$ cat config.mk
export PLATFORM = sky130hd
export DESIGN_NAME = p5_pipe
export DESIGN_NICKNAME = d
export VERILOG_FILES = /design/src/rtl/p5_pkg.sv /design/src/rtl/p5_regfile.sv /design/src/rtl/p5_hazard.sv /design/src/rtl/p5_exec.sv /design/src/rtl/p5_pipe.sv
export SDC_FILE = /design/constraint.sdc
export NUM_CORES = 1
export LEC_CHECK = 0
export ABC_AREA = 1
export CAP_MARGIN = 20
export CORE_UTILIZATION = 58
export CTS_CLUSTER_DIAMETER = 80
export DETAILED_ROUTE_END_ITERATION = 16
export DONT_BUFFER_PORTS = 1
export GPL_TIMING_DRIVEN = 0
export PLACE_DENSITY = 0.77
export SYNTH_ARGS = -nofsm -noshare
export SYNTH_HDL_FRONTEND = slang
export SYNTH_SLANG_ARGS = --single-unit
$ cat constraint.sdc
create_clock -name clk -period 2.4 [get_ports clk]
set_clock_uncertainty 0.15 [all_clocks]
set_input_delay 0.12 -clock clk [delete_from_list [all_inputs] [get_ports clk]]
set_output_delay 0.12 -clock clk [all_outputs]
set_load 0.005 [all_outputs]
$ cat src/rtl/p5_pkg.sv
package p5_pkg;

  typedef enum logic [3:0] {
    OP_NOP = 4'd0,
    OP_LD  = 4'd1,
    OP_ST  = 4'd2,
    OP_LDR = 4'd3,
    OP_STR = 4'd4,
    OP_JMP = 4'd5,
    OP_JAL = 4'd6,
    OP_JR  = 4'd7,
    OP_MOV = 4'd8,
    OP_ADD = 4'd9,
    OP_INC = 4'd10,
    OP_CMP = 4'd11
  } op_e;

  typedef enum logic [1:0] {
    WB_ALU  = 2'd0,
    WB_LOAD = 2'd1,
    WB_LINK = 2'd2
  } wb_src_e;

  function automatic logic op_writes(op_e op);
    return op inside {OP_LD, OP_LDR, OP_JAL, OP_MOV, OP_ADD, OP_INC};
  endfunction

  function automatic logic op_dst_is_rb(op_e op);
    return op inside {OP_LDR, OP_MOV};
  endfunction

  function automatic logic op_reads_ra(op_e op);
    return op inside {OP_ST, OP_LDR, OP_STR, OP_JR, OP_MOV, OP_ADD, OP_INC, OP_CMP};
  endfunction

  function automatic logic op_reads_rb(op_e op);
    return op inside {OP_STR, OP_ADD, OP_CMP};
  endfunction

  function automatic logic op_is_load(op_e op);
    return op inside {OP_LD, OP_LDR};
  endfunction

  function automatic logic op_is_store(op_e op);
    return op inside {OP_ST, OP_STR};
  endfunction

  function automatic wb_src_e op_wb_src(op_e op);
    if (op_is_load(op)) return WB_LOAD;
    if (op == OP_JAL)   return WB_LINK;
    return WB_ALU;
  endfunction

endpackage

$ cat src/rtl/p5_regfile.sv
module p5_regfile #(
  parameter int DW = 16,
  parameter int RN = 8,
  localparam int RW = $clog2(RN)
) (
  input  logic          clk,
  input  logic          rst_n,
  input  logic [RW-1:0] ra_a,
  input  logic [RW-1:0] ra_b,
  output logic [DW-1:0] rd_a,
  output logic [DW-1:0] rd_b,
  input  logic          we,
  input  logic [RW-1:0] wa,
  input  logic [DW-1:0] wd
);

  logic [DW-1:0] regs [RN];

  always_ff @(posedge clk or negedge rst_n) begin
    if (!rst_n) begin
      for (int i = 0; i < RN; i++) regs[i] <= '0;
    end else if (we) begin
      regs[wa] <= wd;
    end
  end

  // a write in the same cycle is passed straight to the read ports
  assign rd_a = (we && wa == ra_a) ? wd : regs[ra_a];
  assign rd_b = (we && wa == ra_b) ? wd : regs[ra_b];

  AST_WRITE_LANDS: assert property (@(posedge clk) disable iff (!rst_n)
    we |=> (regs[$past(wa)] == $past(wd)));

endmodule

$ cat src/rtl/p5_hazard.sv
module p5_hazard #(
  parameter int RW = 3
) (
  input  logic          d_v,
  input  p5_pkg::op_e   d_op,
  input  logic [RW-1:0] d_ra,
  input  logic [RW-1:0] d_rb,
  input  logic          x_wr,
  input  logic [RW-1:0] x_dst,
  input  logic          m_wr,
  input  logic [RW-1:0] m_dst,
  output logic          stall
);
  import p5_pkg::*;

  logic hit_a, hit_b;

  assign hit_a = op_reads_ra(d_op) &&
                 ((x_wr && x_dst == d_ra) || (m_wr && m_dst == d_ra));
  assign hit_b = op_reads_rb(d_op) &&
                 ((x_wr && x_dst == d_rb) || (m_wr && m_dst == d_rb));
  assign stall = d_v && (hit_a || hit_b);

endmodule

$ cat src/rtl/p5_exec.sv
module p5_exec #(
  parameter int DW = 16,
  parameter int AW = 8
) (
  input  p5_pkg::op_e   op,
  input  logic [DW-1:0] a,
  input  logic [DW-1:0] b,
  input  logic [AW-1:0] ads,
  input  logic          cc_in,
  output logic [DW-1:0] res,
  output logic [AW-1:0] mar,
  output logic          jump,
  output logic [AW-1:0] target,
  output logic          cc_we,
  output logic          cc_val
);
  import p5_pkg::*;

  logic [DW-1:0] sum;
  assign sum = a + b;

  always_comb begin
    res    = a;
    mar    = ads;
    jump   = 1'b0;
    target = ads;
    cc_we  = 1'b0;
    cc_val = cc_in;
    case (op)
      OP_LDR: mar = AW'(a);
      OP_STR: mar = AW'(b);
      OP_JMP: jump = cc_in;
      OP_JAL: jump = 1'b1;
      OP_JR: begin
        jump   = cc_in;
        target = AW'(a);
      end
      OP_ADD: begin
        res    = sum;
        cc_we  = 1'b1;
        cc_val = (sum == '0);
      end
      OP_INC: res = a + DW'(1);
      OP_CMP: begin
        cc_we  = 1'b1;
        cc_val = (a == b);
      end
      default: ;
    endcase
  end

endmodule

$ cat src/rtl/p5_pipe.sv
module p5_pipe #(
  parameter int DW = 16,
  parameter int AW = 8,
  parameter int RN = 8,
  localparam int RW = $clog2(RN),
  localparam int IW = 4 + 2 * RW + AW
) (
  input  logic          clk,
  input  logic          rst_n,
  output logic [AW-1:0] fetch_addr,
  input  logic [IW-1:0] fetch_instr,
  output logic          data_re,
  output logic [AW-1:0] data_raddr,
  input  logic [DW-1:0] data_rdata,
  output logic          data_we,
  output logic [AW-1:0] data_waddr,
  output logic [DW-1:0] data_wdata
);
  import p5_pkg::*;

  // fetch
  logic [AW-1:0] pc_q, pc_inc;
  // decode
  logic          d_v;
  logic [IW-1:0] d_ir;
  logic [AW-1:0] d_pc1;
  op_e           d_op;
  logic [RW-1:0] d_ra, d_rb;
  logic [DW-1:0] d_a, d_b;
  // execute
  logic          x_v;
  op_e           x_op;
  logic [RW-1:0] x_ra, x_rb, x_dst;
  logic [AW-1:0] x_ads, x_pc1;
  logic [DW-1:0] x_a, x_b;
  logic          x_wr;
  logic [DW-1:0] ex_res;
  logic [AW-1:0] ex_mar, ex_target;
  logic          ex_jump, ex_cc_we, ex_cc_val, taken;
  logic          cc_q;
  // memory
  logic          m_v, m_wr;
  op_e           m_op;
  logic [RW-1:0] m_dst;
  logic [AW-1:0] m_mar, m_link;
  logic [DW-1:0] m_smdr, m_t;
  // writeback
  logic          w_wr;
  wb_src_e       w_src;
  logic [RW-1:0] w_dst;
  logic [DW-1:0] w_lmdr, w_t1, w_data;
  logic [AW-1:0] w_link;

  logic stall;

  assign pc_inc     = pc_q + AW'(1);
  assign fetch_addr = pc_q;

  assign d_op = op_e'(d_ir[IW-1 -: 4]);
  assign d_ra = d_ir[AW+2*RW-1 -: RW];
  assign d_rb = d_ir[AW+RW-1 -: RW];

  p5_regfile #(.DW(DW), .RN(RN)) u_rf (
    .clk(clk), .rst_n(rst_n),
    .ra_a(d_ra), .ra_b(d_rb), .rd_a(d_a), .rd_b(d_b),
    .we(w_wr), .wa(w_dst), .wd(w_data)
  );

  assign x_wr  = x_v && op_writes(x_op);
  assign x_dst = op_dst_is_rb(x_op) ? x_rb : x_ra;

  p5_hazard #(.RW(RW)) u_hz (
    .d_v(d_v), .d_op(d_op), .d_ra(d_ra), .d_rb(d_rb),
    .x_wr(x_wr), .x_dst(x_dst), .m_wr(m_wr), .m_dst(m_dst),
    .stall(stall)
  );

  p5_exec #(.DW(DW), .AW(AW)) u_ex (
    .op(x_op), .a(x_a), .b(x_b), .ads(x_ads), .cc_in(cc_q),
    .res(ex_res), .mar(ex_mar), .jump(ex_jump), .target(ex_target),
    .cc_we(ex_cc_we), .cc_val(ex_cc_val)
  );

  assign taken = x_v && ex_jump;

  // front: PC select, decode latch, issue into execute
  always_ff @(posedge clk or negedge rst_n) begin
    if (!rst_n) begin
      pc_q  <= '0;
      d_v   <= 1'b0;
      d_ir  <= '0;
      d_pc1 <= '0;
      x_v   <= 1'b0;
      x_op  <= OP_NOP;
      x_ra  <= '0;
      x_rb  <= '0;
      x_ads <= '0;
      x_pc1 <= '0;
      x_a   <= '0;
      x_b   <= '0;
      cc_q  <= 1'b0;
    end else begin
      if (taken) begin
        pc_q <= ex_target;
        d_v  <= 1'b0;
      end else if (!stall) begin
        pc_q  <= pc_inc;
        d_v   <= 1'b1;
        d_ir  <= fetch_instr;
        d_pc1 <= pc_inc;
      end
      x_v   <= d_v && !stall && !taken;
      x_op  <= d_op;
      x_ra  <= d_ra;
      x_rb  <= d_rb;
      x_ads <= d_ir[AW-1:0];
      x_pc1 <= d_pc1;
      x_a   <= d_a;
      x_b   <= d_b;
      if (x_v && ex_cc_we) cc_q <= ex_cc_val;
    end
  end

  // back: memory and writeback transfer registers
  always_ff @(posedge clk or negedge rst_n) begin
    if (!rst_n) begin
      m_v    <= 1'b0;
      m_wr   <= 1'b0;
      m_op   <= OP_NOP;
      m_dst  <= '0;
      m_mar  <= '0;
      m_smdr <= '0;
      m_t    <= '0;
      m_link <= '0;
      w_wr   <= 1'b0;
      w_src  <= WB_ALU;
      w_dst  <= '0;
      w_lmdr <= '0;
      w_t1   <= '0;
      w_link <= '0;
    end else begin
      m_v    <= x_v;
      m_wr   <= x_wr;
      m_op   <= x_op;
      m_dst  <= x_dst;
      m_mar  <= ex_mar;
      m_smdr <= x_a;
      m_t    <= ex_res;
      m_link <= x_pc1;
      w_wr   <= m_wr;
      w_src  <= op_wb_src(m_op);
      w_dst  <= m_dst;
      w_lmdr <= data_rdata;
      w_t1   <= m_t;
      w_link <= m_link;
    end
  end

  assign data_re    = m_v && op_is_load(m_op);
  assign data_raddr = m_mar;
  assign data_we    = m_v && op_is_store(m_op);
  assign data_waddr = m_mar;
  assign data_wdata = m_smdr;

  always_comb begin
    case (w_src)
      WB_LOAD: w_data = w_lmdr;
      WB_LINK: w_data = DW'(w_link);
      default: w_data = w_t1;
    endcase
  end

  AST_FLUSH_TWO: assert property (@(posedge clk) disable iff (!rst_n)
    taken |=> (!d_v && !x_v));
  AST_JUMP_TARGET: assert property (@(posedge clk) disable iff (!rst_n)
    taken |=> (pc_q == $past(ex_target)));
  AST_STALL_FREEZE: assert property (@(posedge clk) disable iff (!rst_n)
    (stall && !taken) |=> ($stable(pc_q) && $stable(d_ir) && !x_v));
  AST_JUMP_OVER_STALL: assert property (@(posedge clk) disable iff (!rst_n)
    (stall && taken) |=> (!d_v && pc_q == $past(ex_target)));

endmodule

==> results.cfg, run 1 <==
[clock_tree]
path_clk_slew_ps = 60
clk_latency_ps = 530
clockBufferDepth = 3
cts-root-buf = clkbuf_16
cts_buffers = 35
tritoncts = built
cts-htree-levels = 2
clock-sinks = 326

[synth]
synthCells = 1738
syn_area_per_cell_um2 = 8.63
synth_edf_count = 0
yosysSeqAreaShare_pct = 54.4
synth.largest_area_cell = dfrtp_1
synth_area_leaders = dfrtp_1, a21oi_1, o21ai_0, nand2_1, nor2_1
synth_top_area_share_pct = 54.4
yosysWarnings = 0
synth_nets = 1794
async_flop_share_pct = 100
ys_ff_latch = 326
synth.distinct_cells = 46
synth_area_mm2 = 0.0150
ys.flop_type = dfrtp_1

[grt]
overflow = 0
grt_max_degree = 327
grt_pass1_vias = 13100
antenna_found_initial = 1
grtUsageTotal_pct = 35.6
grt_pass1_wl_um = 71200

[timing]
period_needed_ps = 2440
finalSetupViolations = 17
hold_violations = 326
fmax_mhz = 411
worst_slew_pin_slew_ps = 756
slew_headroom_pct = 49.6
hold_slack_ps = -865
rsz0062_at_grt = true
slew_viol_final = 0
fin_crit_sh_pct = 101
finalSetupTns_ps = -313
fin_ws_ps = -35.1

[finish]
final_nets = 1894
synthToLayoutAreaGrowth_pct = 19.2
fin_util_pct = 70.8
multi_input_area_mm2 = 0.00637
nFillCells = 1876
drive_above_1_share_pct = 12.7
seq_area_mm2 = 0.00817
mostFrequentLayoutCell = dfrtp_1
final_cell_mix = dfrtp_1, a21oi_1, o21ai_0

[critical_path]
start_kind = flip-flop
critPathSlowestCell = dfrtp_2
cp.arrival_ps = 2700
max_stage_delay_ps = 440
worst-endpoint-required_ps = 2660
r2r_cells = 18
worst-setup-path-type = reg2reg
crit_chain = inv_1, nor2_2, nand2_4, nand2_8, nand2_8, nand2_4, nand2_2, nand2_1, nor2_1, nand2_1, nand2_1, nand2_2, nand2_4, nand2_8, nand2_8, clkbuf_16, nand2_2, nand2_1
cp-end-kind = flip-flop
critPathMaxFanout = 7
rrSetupSlack_ps = -40

[run_status]
outcome = finished with violations
violations = hold timing, setup timing

[power_and_ir_drop]
p_leak_nw = 8.16
power_density_mw_per_mm2 = 1750
ir_worst_vdd_v = 0.00115
power_mw = 31.2

[floorplanning]
die_x_um = 163
die_h_um = 163
io-pin-count = 78
die_area_mm2 = 0.0265
core_mm2 = 0.0253
row_count = 58
start_util_pct = 59.4

[route]
drcViolationCount = 0
dr.pass1.iters = 8
drt-initial-drc-count = 1699
wl_per_cell_um = 22.1
vias = 13400
viasPerCell = 6.13
ant_nets = 0
wl_um = 48300

[placement]
gp_congestion = 0.965
hpwlAfterDp_um = 33200
port_buffers = 0
pre_cts_ws_ps = -869

[run]
maxCapViolations = 0

[min_path]
hp-class = in2async
## power by group
| part | internal, mW | leakage [nW] | switching, mW |
|---|---|---|---|
| Combinational | 5.36 | 3.72 | 9.86 |
| Sequential | 8.23 | 3.88 | 2.29 |
| Clock | 3.27 | 0.562 | 2.20 |
## state kept, by name (all words and copies together), names as in the netlist, 16 cells and up
signal / flops
d_ir: 18
w_t1: 16
m_t: 16
u_rf.regs: 128
w_lmdr: 16
data_wdata: 16
x_a: 16
x_b: 16
## layout make-up
cell class,instances,share of cell area (%)
multi-input cells,1174,35.6
inverters,133,2.81
clock inverters,10,0.812
repair buffers,66,4.18
clock buffers,50,5.67
diodes,1,0.0140
flip-flops and latches,326,45.7
plain buffers,102,2.90
well taps,330,2.31
## metrics by stage
| step | instance area [um2] | instances |
|---|---|---|
| global route | 17900 | 2192 |
| global placement | 15400 | 2068 |
| detailed placement | 15400 | 2071 |
| CTS | 17300 | 2181 |
| finish | 17900 | 2192 |
| floorplan | 15000 | 1738 |
## final timing paths
| check | endpoint | startpoint |
|---|---|---|
| max | d_ir[16] | x_op[3] |
| max in group asynchronous | u_rf.regs[46] | rst_n |
| min in group clk | w_lmdr[9] | data_rdata[9] |
| max reg2reg | d_ir[16] | x_op[3] |
| min reg2reg | w_t1[1] | m_t[1] |
| min | w_link[6] | rst_n |
## cells by family (layout without fill, tap and decap cells)
kind of cell	Yosys count	count (layout)	share of synthesized area (%)
XOR/XNOR	18	18	1.05
AND/OR/NAND/NOR	551	551	15.4
adder cells (fa/ha/maj)	20	20	1.72
other	0	1	0
AO/OA/AOI/OAI	581	581	20.7
flip-flops	326	326	54.4
multiplexers	4	4	0.300
buffers and inverters	238	361	6.43
## timing repair
| item | 4_1_cts | 5_1_grt |
|---|---|---|
| endpoints found under the hold margin | 360 | 327 |
| gates resized for setup | 46 | 132 |
| hold buffers | 40 | 1 |
| setup endpoints to repair | 197 | 93 |
| pin swaps | 10 | 19 |
| cloned | 0 | 2 |
| buffers inserted | 12 | 8 |
## per-layer routing
metal  GRT usage, %  vias to the layer above  routed length [um]
met4           15.7                        0                1960
met2           58.3                      791               23000
met5              0                        -                   0
met1           46.7                     6429               18900
li1               -                     6055                   -
met3           5.88                      160                4460
## critical path, delay by kind of cell, from the launching register on
| family | cells | cell delay (ps) |
|---|---|---|
| and+or+nand+nor | 16 | 1390 |
| DFF | 1 | 440 |
| buffers and inverters | 2 | 310 |
## cell usage after synthesis (6+ instances only)
cell type	count
nor2_1	199
nand3_1	81
clkbuf_1	78
o21ai_1	6
ha_1	19
o221ai_1	7
o22ai_1	13
buf_4	9
a22oi_1	9
inv_1	127
buf_1	11
a21oi_1	299
xor2_1	14
nand2_1	231
dfrtp_1	326
o21ai_0	209
nor3_1	12
nand2_2	7
a221oi_1	6
o211ai_1	17
(Power assumes the default switching activity.)
==> run 2, diff against run 1 <==
- ABC_AREA: 1 -> default
==> run 2 against run 1 <==
The flow still finishes with violations (hold timing, setup timing). Clock-buffer cell count fell by 3. First-iteration DRC count rose by 5.7%. Clock power fell by 2%. Worst hold slack improved by 23 ps.
==> results.cfg, run 2 <==
[route]
vias = 13500
ant_nets = 0
drt-initial-drc-count = 1796
viasPerCell = 6.92
wl_per_cell_um = 25.8
wl_um = 50300
dr.pass1.iters = 6
drcViolationCount = 0

[finish]
final_cell_mix = dfrtp_1, nand2_1, o21ai_0
largest_registers = u_rf.regs: 128 flops, d_ir: 18 flops
synthToLayoutAreaGrowth_pct = 24.7
final_nets = 1642
fin_util_pct = 74.5
final_area_mm2 = 0.0196
nFillCells = 1553
largest_register = u_rf.regs
largest_reg_flops = 128
drive_above_1_share_pct = 28.2
mostFrequentLayoutCell = dfrtp_1

[critical_path]
cp-end-kind = flip-flop
worstReg2RegStart = x_a[0]
start_kind = flip-flop
critPathMaxFanout = 3
critPathSlowestCell = dfrtp_2
cp.arrival_ps = 3270
timing.rr.end = cc_q
worst-endpoint-required_ps = 2680
r2r_cells = 9
rrSetupSlack_ps = -590
crit_chain = ha_4, fa_2, a211oi_4, o21ai_2, a221oi_2, xor2_1, nor4bb_2, nand4_1, o31ai_2
max_stage_delay_ps = 430
worst-setup-path-type = reg2reg

[synth]
synth.largest_area_cell = dfrtp_1
yosysWarnings = 0
yosysSeqAreaShare_pct = 51.8
synth_area_mm2 = 0.0158
syn_area_per_cell_um2 = 10.8
ys.flop_type = dfrtp_1
synth_edf_count = 0
synthCells = 1453
synth.distinct_cells = 65
synth_top_area_share_pct = 51.8
yosysMostFrequentCell = dfrtp_1
synth_area_leaders = dfrtp_1, mux4_2, o21ai_0, nand2_1, mux2_2
synth_nets = 1509
synthTopCellsByCount = dfrtp_1, nand2_1, o21ai_0
ys_ff_latch = 326
async_flop_share_pct = 100

[floorplanning]
die_h_um = 167
row_count = 59
core_mm2 = 0.0264
die_area_mm2 = 0.0278
start_util_pct = 59.8
io-pin-count = 78
die_x_um = 167

[timing]
worst_slew_pin_slew_ps = 881
period_needed_ps = 2990
hold_slack_ps = -842
hold_violations = 326
slew_viol_final = 0
finalSetupViolations = 43
fmax_mhz = 334
slew_headroom_pct = 41.1
rsz0062_at_grt = true
fin_ws_ps = -591
fin_crit_sh_pct = 125

[grt]
overflow = 0
grt_pass1_wl_um = 73200
grt_max_degree = 327
grt_pass1_vias = 13000
grtUsageTotal_pct = 34.0
antenna_found_initial = 0

[clock_tree]
clock-sinks = 326
clockBufferDepth = 3
ctsHoldBuffers = 34
path_clk_slew_ps = 60
tritoncts = built
clk_latency_ps = 530
cts-htree-levels = 2
cts-root-buf = clkbuf_16
cts_buffers = 35

[placement]
port_buffers = 0
gp_congestion = 0.956
placed_cell_area_mm2 = 0.0162
hpwlAfterDp_um = 29500

[run_status]
outcome = finished with violations
violations = hold timing, setup timing

[run]
maxCapViolations = 0

[power_and_ir_drop]
p_leak_nw = 8.26
power_density_mw_per_mm2 = 1440
ir_worst_vdd_v = 0.000766

[min_path]
hp-class = in2async
[run 2: cell count changes in the layout (fill, tap and decap cells not counted), sizes merged, moves of 21 or more]
cell,before,now
a21oi,299,30
mux2,4,40
nor3b,0,21
and2,0,21
nor2,200,41
nand3,83,52
mux4,0,64
inv,132,14
buf,47,103
[run 2: kinds of logic after synthesis]
logic type      count (synthesis)  synth area share [%]
simple gates                  492                  15.3
compound gates                343                  13.4
flops                         326                  51.8
buf+inv                       128                  3.69
mux                           106                  12.1
xor+xnor                       38                  2.11
fa+ha+maj                      20                  1.64
[run 2: report_power, final]
group / internal, mW / switching (mW) / total (mW)
combinational: 5.92 / 7.52 / 13.4
sequential: 7.59 / 2.00 / 9.59
clock: 3.09 / 2.27 / 5.35
[run 2: stage by stage]
stage	std cells	hold slack (ps)	total power, mW	worst slack (ps)	TNS (ps)
after floorplan	1453	-326	15.9	-231	-292
after global placement	1788	-315	18.6	-747	-33440
after detailed placement	1788	-314	18.9	-762	-45990
after CTS	1924	-854	26.0	-480	-3370
after global routing	1945	-862	29.4	-648	-14430
final	1946	-842	28.4	-591	-11920
[run 2: area by class of cell]
type                            instances  area (um2)  share of cell area (%)
Multi-Input combinational cell        999        8060                    41.0
Sequential cell                       326        8180                    41.6
Clock buffer                           47        1010                    5.15
Clock inverter                         14         123                   0.624
Antenna cell                            1        2.50                  0.0127
Inverter                               12        47.5                   0.242
Tap cell                              335         419                    2.13
Timing Repair Buffer                  101        1060                    5.39
Buffer                                111         738                    3.76
[run 2: worst max path at each step]
stage / start / end / cells after the start
global route: x_a[0] / cc_q / 10
detailed placement: x_a[0] / cc_q / 9
finish: x_a[0] / cc_q / 9
CTS: x_a[0] / cc_q / 10
global placement: x_a[0] / cc_q / 9
floorplan: x_a[0] / cc_q / 9
[run 2: worst max-delay path, delay by kind of cell, from the launching register on]
family,cells,cell delay (ps)
AO/OA/AOI/OAI,4,920
XOR/XNOR,1,300
adder cells (fa/ha/maj),2,580
flip-flops,1,430
AND/OR/NAND/NOR,2,500
[run 2: routing by layer]
metal | wire length [um] | track usage, %
met1 | 18600 | 46.6
met3 | 5620 | 6.44
met5 | 0 | 0
met4 | 2790 | 15.2
met2 | 23300 | 53.0
[run 2: what timing repair did]
item                                    in CTS  in global routing
endpoints found under the setup margin     206                152
pin swaps                                   59                 55
gates resized for setup                    166                133
setup buffers                               41                 21
hold endpoints to repair                   360                326
gates cloned                                 4                  1
